`config.mk`:
```
export PLATFORM = sky130hd
export DESIGN_NAME = rotu_unit
export DESIGN_NICKNAME = d
export VERILOG_FILES = /design/src/rtl/rotu_pkg.sv /design/src/rtl/rotu_offset.sv /design/src/rtl/rotu_permute.sv /design/src/rtl/rotu_ctrl.sv /design/src/rtl/rotu_unit.sv
export SDC_FILE = /design/constraint.sdc
export NUM_CORES = 1
export LEC_CHECK = 0
export BUFFER_PORTS_ARGS = -buffer_cell sky130_fd_sc_hd__buf_2
export CAP_MARGIN = 20
export CORE_AREA = 2 2 86 88
export DETAILED_ROUTE_END_ITERATION = 16
export DIE_AREA = 0 0 88 90
export PLACE_DENSITY = 0.86
export SLEW_MARGIN = 20
export SYNTH_ARGS = -nofsm -noshare
export SYNTH_HDL_FRONTEND = slang
export SYNTH_HIERARCHICAL = 1
export SYNTH_SLANG_ARGS = --single-unit
```
`constraint.sdc`:
```
create_clock -name clk -period 6.3 [get_ports clk]
set_input_delay 0.63 -clock clk [delete_from_list [all_inputs] [get_ports clk]]
set_output_delay 0.63 -clock clk [all_outputs]
set_load 0.05 [all_outputs]
```
`src/rtl/rotu_pkg.sv`:
```
package rotu_pkg;

    typedef enum logic [0:0] {
        ST_IDLE = 1'b0,
        ST_DONE = 1'b1
    } rotu_state_e;

    // Slot in the register file visited at ring position k (k >= 1).
    function automatic int ring_slot(input int k, input int nreg);
        return nreg - k;
    endfunction

endpackage

```
`src/rtl/rotu_offset.sv`:
```
module rotu_offset #(
    parameter int DW    = 8,
    parameter int IMM_W = 5
) (
    input  logic [DW-1:0]    base,
    input  logic [IMM_W-1:0] imm,
    output logic [DW-1:0]    sum
);
    localparam int EXT = DW - IMM_W;

    logic [DW-1:0] imm_ext;

    assign imm_ext = {{EXT{imm[IMM_W-1]}}, imm};
    assign sum     = base + imm_ext;

endmodule

```
`src/rtl/rotu_permute.sv`:
```
module rotu_permute
    import rotu_pkg::*;
#(
    parameter int DW   = 8,
    parameter int NREG = 6
) (
    input  logic [NREG-1:0][DW-1:0] cur,
    input  logic [NREG-2:0]         mask,
    output logic [NREG-1:0][DW-1:0] nxt
);
    logic [DW-1:0] carry;

    // Walk the ring from slot 0 onward; each selected slot receives the
    // value carried from the previous member, then hands its own forward.
    always_comb begin
        nxt   = cur;
        carry = cur[0];
        for (int k = 1; k < NREG; k++) begin
            if (mask[k-1]) begin
                nxt[ring_slot(k, NREG)] = carry;
                carry                   = cur[ring_slot(k, NREG)];
            end
        end
        nxt[0] = carry;
    end

endmodule

```
`src/rtl/rotu_ctrl.sv`:
```
module rotu_ctrl
    import rotu_pkg::*;
(
    input  logic clk,
    input  logic rst_n,
    input  logic start,
    input  logic load,
    output logic do_rot,
    output logic do_load,
    output logic done
);
    rotu_state_e state_q, state_d;

    always_comb begin
        state_d = state_q;
        unique case (state_q)
            ST_IDLE: if (start) state_d = ST_DONE;
            ST_DONE: state_d = ST_IDLE;
            default: state_d = ST_IDLE;
        endcase
    end

    always_ff @(posedge clk) begin
        if (!rst_n) state_q <= ST_IDLE;
        else        state_q <= state_d;
    end

    always_comb begin
        do_rot  = 1'b0;
        do_load = 1'b0;
        done    = 1'b0;
        unique case (state_q)
            ST_IDLE: begin
                do_rot  = start;
                do_load = load && !start;
            end
            ST_DONE: done = 1'b1;
            default: ;
        endcase
    end

    // done never lasts more than one cycle
    a_r6_done_single: assert property (@(posedge clk) disable iff (!rst_n)
        done |=> !done);

    // an accepted start is followed by done
    a_r6_start_to_done: assert property (@(posedge clk) disable iff (!rst_n)
        (!done && start) |=> done);

endmodule

```
`src/rtl/rotu_unit.sv`:
```
module rotu_unit #(
    parameter int DW   = 8,
    parameter int NSRC = 4,
    parameter int NDST = 2
) (
    input  logic                         clk,
    input  logic                         rst_n,
    input  logic                         start,
    input  logic [NSRC+NDST-2:0]         imm,
    input  logic                         load,
    input  logic [(NSRC+NDST)*DW-1:0]    load_data,
    output logic [(NSRC+NDST)*DW-1:0]    regs_o,
    output logic                         done
);
    localparam int NREG  = NSRC + NDST;
    localparam int IMM_W = NREG - 1;

    logic                       do_rot, do_load;
    logic [NREG-1:0][DW-1:0]    file_q;
    logic [NREG-1:0][DW-1:0]    ld_vals;
    logic [NREG-1:0][DW-1:0]    pre_rot;
    logic [NREG-1:0][DW-1:0]    post_rot;
    logic [DW-1:0]              s0_moved;

    rotu_ctrl u_ctrl (
        .clk     (clk),
        .rst_n   (rst_n),
        .start   (start),
        .load    (load),
        .do_rot  (do_rot),
        .do_load (do_load),
        .done    (done)
    );

    rotu_offset #(.DW(DW), .IMM_W(IMM_W)) u_offset (
        .base (file_q[0]),
        .imm  (imm),
        .sum  (s0_moved)
    );

    always_comb begin
        pre_rot    = file_q;
        pre_rot[0] = s0_moved;
    end

    rotu_permute #(.DW(DW), .NREG(NREG)) u_permute (
        .cur  (pre_rot),
        .mask (imm),
        .nxt  (post_rot)
    );

    assign ld_vals = load_data;

    for (genvar i = 0; i < NREG; i++) begin : g_slot
        always_ff @(posedge clk) begin
            if (!rst_n)       file_q[i] <= '0;
            else if (do_rot)  file_q[i] <= post_rot[i];
            else if (do_load) file_q[i] <= ld_vals[i];
        end
    end

    assign regs_o = file_q;

    // register file holds across the done cycle
    a_r7_hold_when_done: assert property (@(posedge clk) disable iff (!rst_n)
        done |=> $stable(regs_o));

    // zero immediate leaves the file unchanged
    a_r5_zero_imm: assert property (@(posedge clk) disable iff (!rst_n)
        (!done && start && imm == '0) |=> $stable(regs_o));

    // idle load without start writes the load word
    a_r8_load_writes: assert property (@(posedge clk) disable iff (!rst_n)
        (!done && load && !start) |=> (regs_o == $past(load_data)));

    // start together with load still produces a command result
    a_r9_start_wins: assert property (@(posedge clk) disable iff (!rst_n)
        (!done && start && load) |=> done);

endmodule

```
# Yosys cells after proc, flatten, opt, wreduce, memory -nomap -nowiden
# Index checks and enable logic that the tools add are counted.
word_totals:
  romBits: 0
  elab_cells: 49
  n_memories: 0
  ramBits: 0
  latch_bits: 0
  regBits: 49
op_classes:
  magnitude_cmp: 0
  addsub: 1
  n_shift: 0
  n_mul: 0
  muxes: 27
  n_eq_ne: 5
  div: 0
  n_reduce_logical: 8
  bitwise_logic: 1
ops:
  columns: ["operator", "count"]
  rows:
  - ["8-bit two-way mux", 22]
  - ["2-bit inequality test, second input constant", 5]
  - ["2-bit AND reduction", 5]
  - ["8-bit adder", 1]
  - ["1-bit two-way mux", 4]
  - ["1-bit case mux with 2 select lines", 1]
  - ["2-bit nonzero test", 1]
  - ["1-bit logical AND", 1]
  - ["1-bit logical NOT", 1]
  - ["1-bit inverter", 1]

# Depth between registers and ports, before layout
logic_depth:
  word_depth: 7
  depth_mapped: 11
  ltp_nobuf: 11

# Hierarchy
# The synthesis kept the hierarchy.
modules_own_cells:
  columns: ["mod", "instances", "area_each_um2", "cells_each", "seq_area_each_um2"]
  rows:
  - ["rotu_unit", 1, 2464.9, 212, 960.9]
  - ["rotu_permute", 1, 1133.6, 137, 0.0]
  - ["rotu_offset", 1, 331.6, 42, 0.0]
  - ["rotu_ctrl", 1, 46.3, 4, 20.0]

# Least setup slack after synthesis
# Ideal clock, no wire load.
synth_timing:
  path_kind: "register to register"
  start: "register file_q (netlist bit regs_o[0])"
  end: "register file_q (netlist bit regs_o[6])"
  stages_incl_launch_ff: 12
  path_buffers: 0
  t_arrival_ns: 2.600
  setup_time_ns: 0.116
  path_slack_ns: 3.584
  synth_period_minus_slack_ns: 2.716
  cell_sequence: "dfxtp_1 ha_1 inv_1 fa_1 nor2b_4 o31a_1 o311ai_1 mux2i_2 a221oi_2 a221o_1 nand2b_1 o211a_1"
synth_lines:
  columns: ["element", "line", "source"]
  rows:
  - ["from (decl)", "rotu_unit.sv:19", "logic [NREG-1:0][DW-1:0] file_q;"]
  - ["from (signal, indexed assignment)", "rotu_unit.sv:57", "else if (do_rot) file_q[i] <= post_rot[i];"]
  - ["from (signal, indexed assignment)", "rotu_unit.sv:58", "else if (do_load) file_q[i] <= ld_vals[i];"]

==> results.toml <==
[synthesis]
synth_top_area_frac = 0.247
synthArstFlopShare = 0
netlist_instances = 395
synth.cell_area_sq_um = 3980
ys_seq_area_frac = 0.247
yosys_warnings = 6
synthFlopType = "dfxtp_1"
synth_edf_count = 0
synth_cell_types = 43
syn_avg_cell_area_sq_um = 10.1
synth.top_cells.by_area = "dfxtp_1 (25%), mux2_2 (14%), o211a_1 (12%), nand2b_1 (7.7%), mux2_4 (7.6%)"
synth.net_count = 460
synth_area_leader_cell = "dfxtp_1"
ys_ff_latch = 49

[worst_setup_path]
timing.rr.start = "regs_o[0]"
cp-end-kind = "register"
worstPathMaxFanout = 26
path_class = "in -> reg"
startpoint_type = "input pin"
crit_required_ns = 6.55
r2r_end = "regs_o[6]"
r2r_slack_ns = 3.52
worstRegToRegCells = 11
crit_arrival_ns = 3.46

[timing]
clock.fmax_mhz = 311
finalSetupViolations = 0
hold_violations = 0
final.setup.tns_ns = 0
grt_setup_unrepaired = "no"
finalMaxSlewViolations = 0
max-slew-margin-rel = 0.386
finalCritPeriodShare = 0.510
setup_slack_ns = 3.08
tightest_slew_ns = 0.921
fin_skew_ns = 0.00713
fin_crit_ns = 3.22

[place]
post-place-ws_ns = 2.81
placed_cell_area_sq_um = 4450
place_congestion = 0.904
io_buffers = 105
dp_hpwl_microns = 6860

[floorplan]
pin_count = 106
die_w_microns = 88
die_h_microns = 90
dieArea_sq_um = 7920
start_util = 0.566
core-area_sq_um = 7020
rows = 31

[clock_network]
clock_latency_ns = 0.30
cts-root-buf = "clkbuf_8"
cts.sinks = 49
cts.clk_slew.worst_paths_ns = 0.09
cts_hold_buf = 0
clock_path_buffers = 2
numCtsBuffers = 5
cts_max_level = 2
cts_tree = "built"
postCtsSetupBuffers = 0
cts_resized = 0

[global_route]
grt_pass1_wl_microns = 15600
grt.total_usage = 0.243
grt_pass1_vias = 3211
grt_antenna_before_repair = 0
grt_max_degree = 97
grt_overflow = 0

[drt]
drc = 0
routed_wl_microns = 9700
first_iter_violations = 250
viasPerCell = 5.95
wl_per_cell_microns = 16.8
dr_total_vias = 3428
antenna_left = 0
drt_first_pass_iters = 6

[layout]
multi_input_area_sq_um = 2720
ff_latch_area_sq_um = 981
fin_nets = 541
drive_gt1_frac = 0.421
syn2layout_area_growth_pct = 14.7
antenna_cells = 0
layout_commonest_cell = "buf_2"
postLayoutCellArea_sq_um = 4560
nFillCells = 580
final_cell_mix = "buf_2 (105), nand2b_1 (49), mux2_2 (49), dfxtp_1 (49), o211a_1 (48)"

[hold_path]
min_from = "u_ctrl/state_q"
min_to = "u_ctrl/state_q"
min_path_cells = 1
hold_class = "reg -> reg"

[pwr]
peakVddDrop_v = 0.000114
p_leak_nw = 2.49
p_per_area_nw_per_um2 = 227

[flow_run]
max_cap_viol_count = 0

[status]
outcome = "finished clean"
-- critical path, stage by stage --
cell	delay (ns)
buf_2	0.52
ha_1	0.40
nor2b_4	0.16
o31a_1	0.26
o311ai_1	0.43
mux2i_2	0.19
a221oi_2	0.40
a221o_1	0.22
nand2b_1	0.10
o211a_1	0.15
-- registers in the layout, indices dropped and copies added, names as in the netlist --
register,count
regs_o,48
u_ctrl/state_q,1
-- layout make-up --
cell class	instances	share of cell area
multi-input combinational	291	0.596
inverter	22	0.0181
tap	99	0.0272
sequential	49	0.215
clock inverter	1	0.00658
clock buffer	7	0.0189
timing repair buffer	107	0.118
-- report_power, final --
part	total, W	switching [W]	internal, W
Sequential	0.000372	0.0000324	0.000339
Combinational	0.000429	0.000251	0.000178
Clock	0.000234	0.000105	0.000130
Total	0.00103	0.000388	0.000647
-- worst max-delay path by stage --
| stage | start | slack (ns) | endpoint |
|---|---|---|---|
| final | imm[2] | 3.08 | regs_o[6] |
| after global routing | imm[2] | 2.95 | regs_o[6] |
| after CTS | imm[2] | 3.13 | regs_o[22] |
| after detailed placement | imm[2] | 2.81 | regs_o[22] |
| after global placement | imm[2] | 2.87 | regs_o[6] |
| after floorplan | regs_o[0] | 3.58 | regs_o[6] |
-- cell usage after synthesis, drive strengths merged, types with 12 or more instances --
master  count
a221o      16
mux2i      16
mux2       72
o211a      48
nor2       12
dfxtp      49
nand2b     49
clkbuf     13
a21oi      13
and3       16
buf        20
inv        22
-- logic make-up after synthesis --
| family | after synthesis | synth area share |
|---|---|---|
| compound gates | 98 | 0.233 |
| mux | 88 | 0.265 |
| simple gates | 93 | 0.149 |
| buf+inv | 55 | 0.0711 |
| flops | 49 | 0.247 |
| fa+ha+maj | 8 | 0.0271 |
| xor+xnor | 4 | 0.00881 |
-- metrics by stage --
| stage | utilization | power [W] | instances | hold WS [ns] |
|---|---|---|---|---|
| final | 0.650 | 0.00103 | 576 | 0.594 |
| after global routing | 0.650 | 0.00108 | 576 | 0.607 |
| after CTS | 0.650 | 0.00103 | 576 | 0.593 |
| after detailed placement | 0.633 | 0.000802 | 568 | 0.572 |
| after global placement | 0.633 | 0.000790 | 568 | 0.561 |
| after floorplan | - | 0.000710 | 395 | 0.783 |
-- routing by layer --
metal  share of wire  global-route usage
met2            0.49               0.399
met1            0.44               0.323
met4           0.016              0.0769
met3           0.061              0.0386
met5               0                   0
No activity file was read; power rests on OpenSTA's default activity.
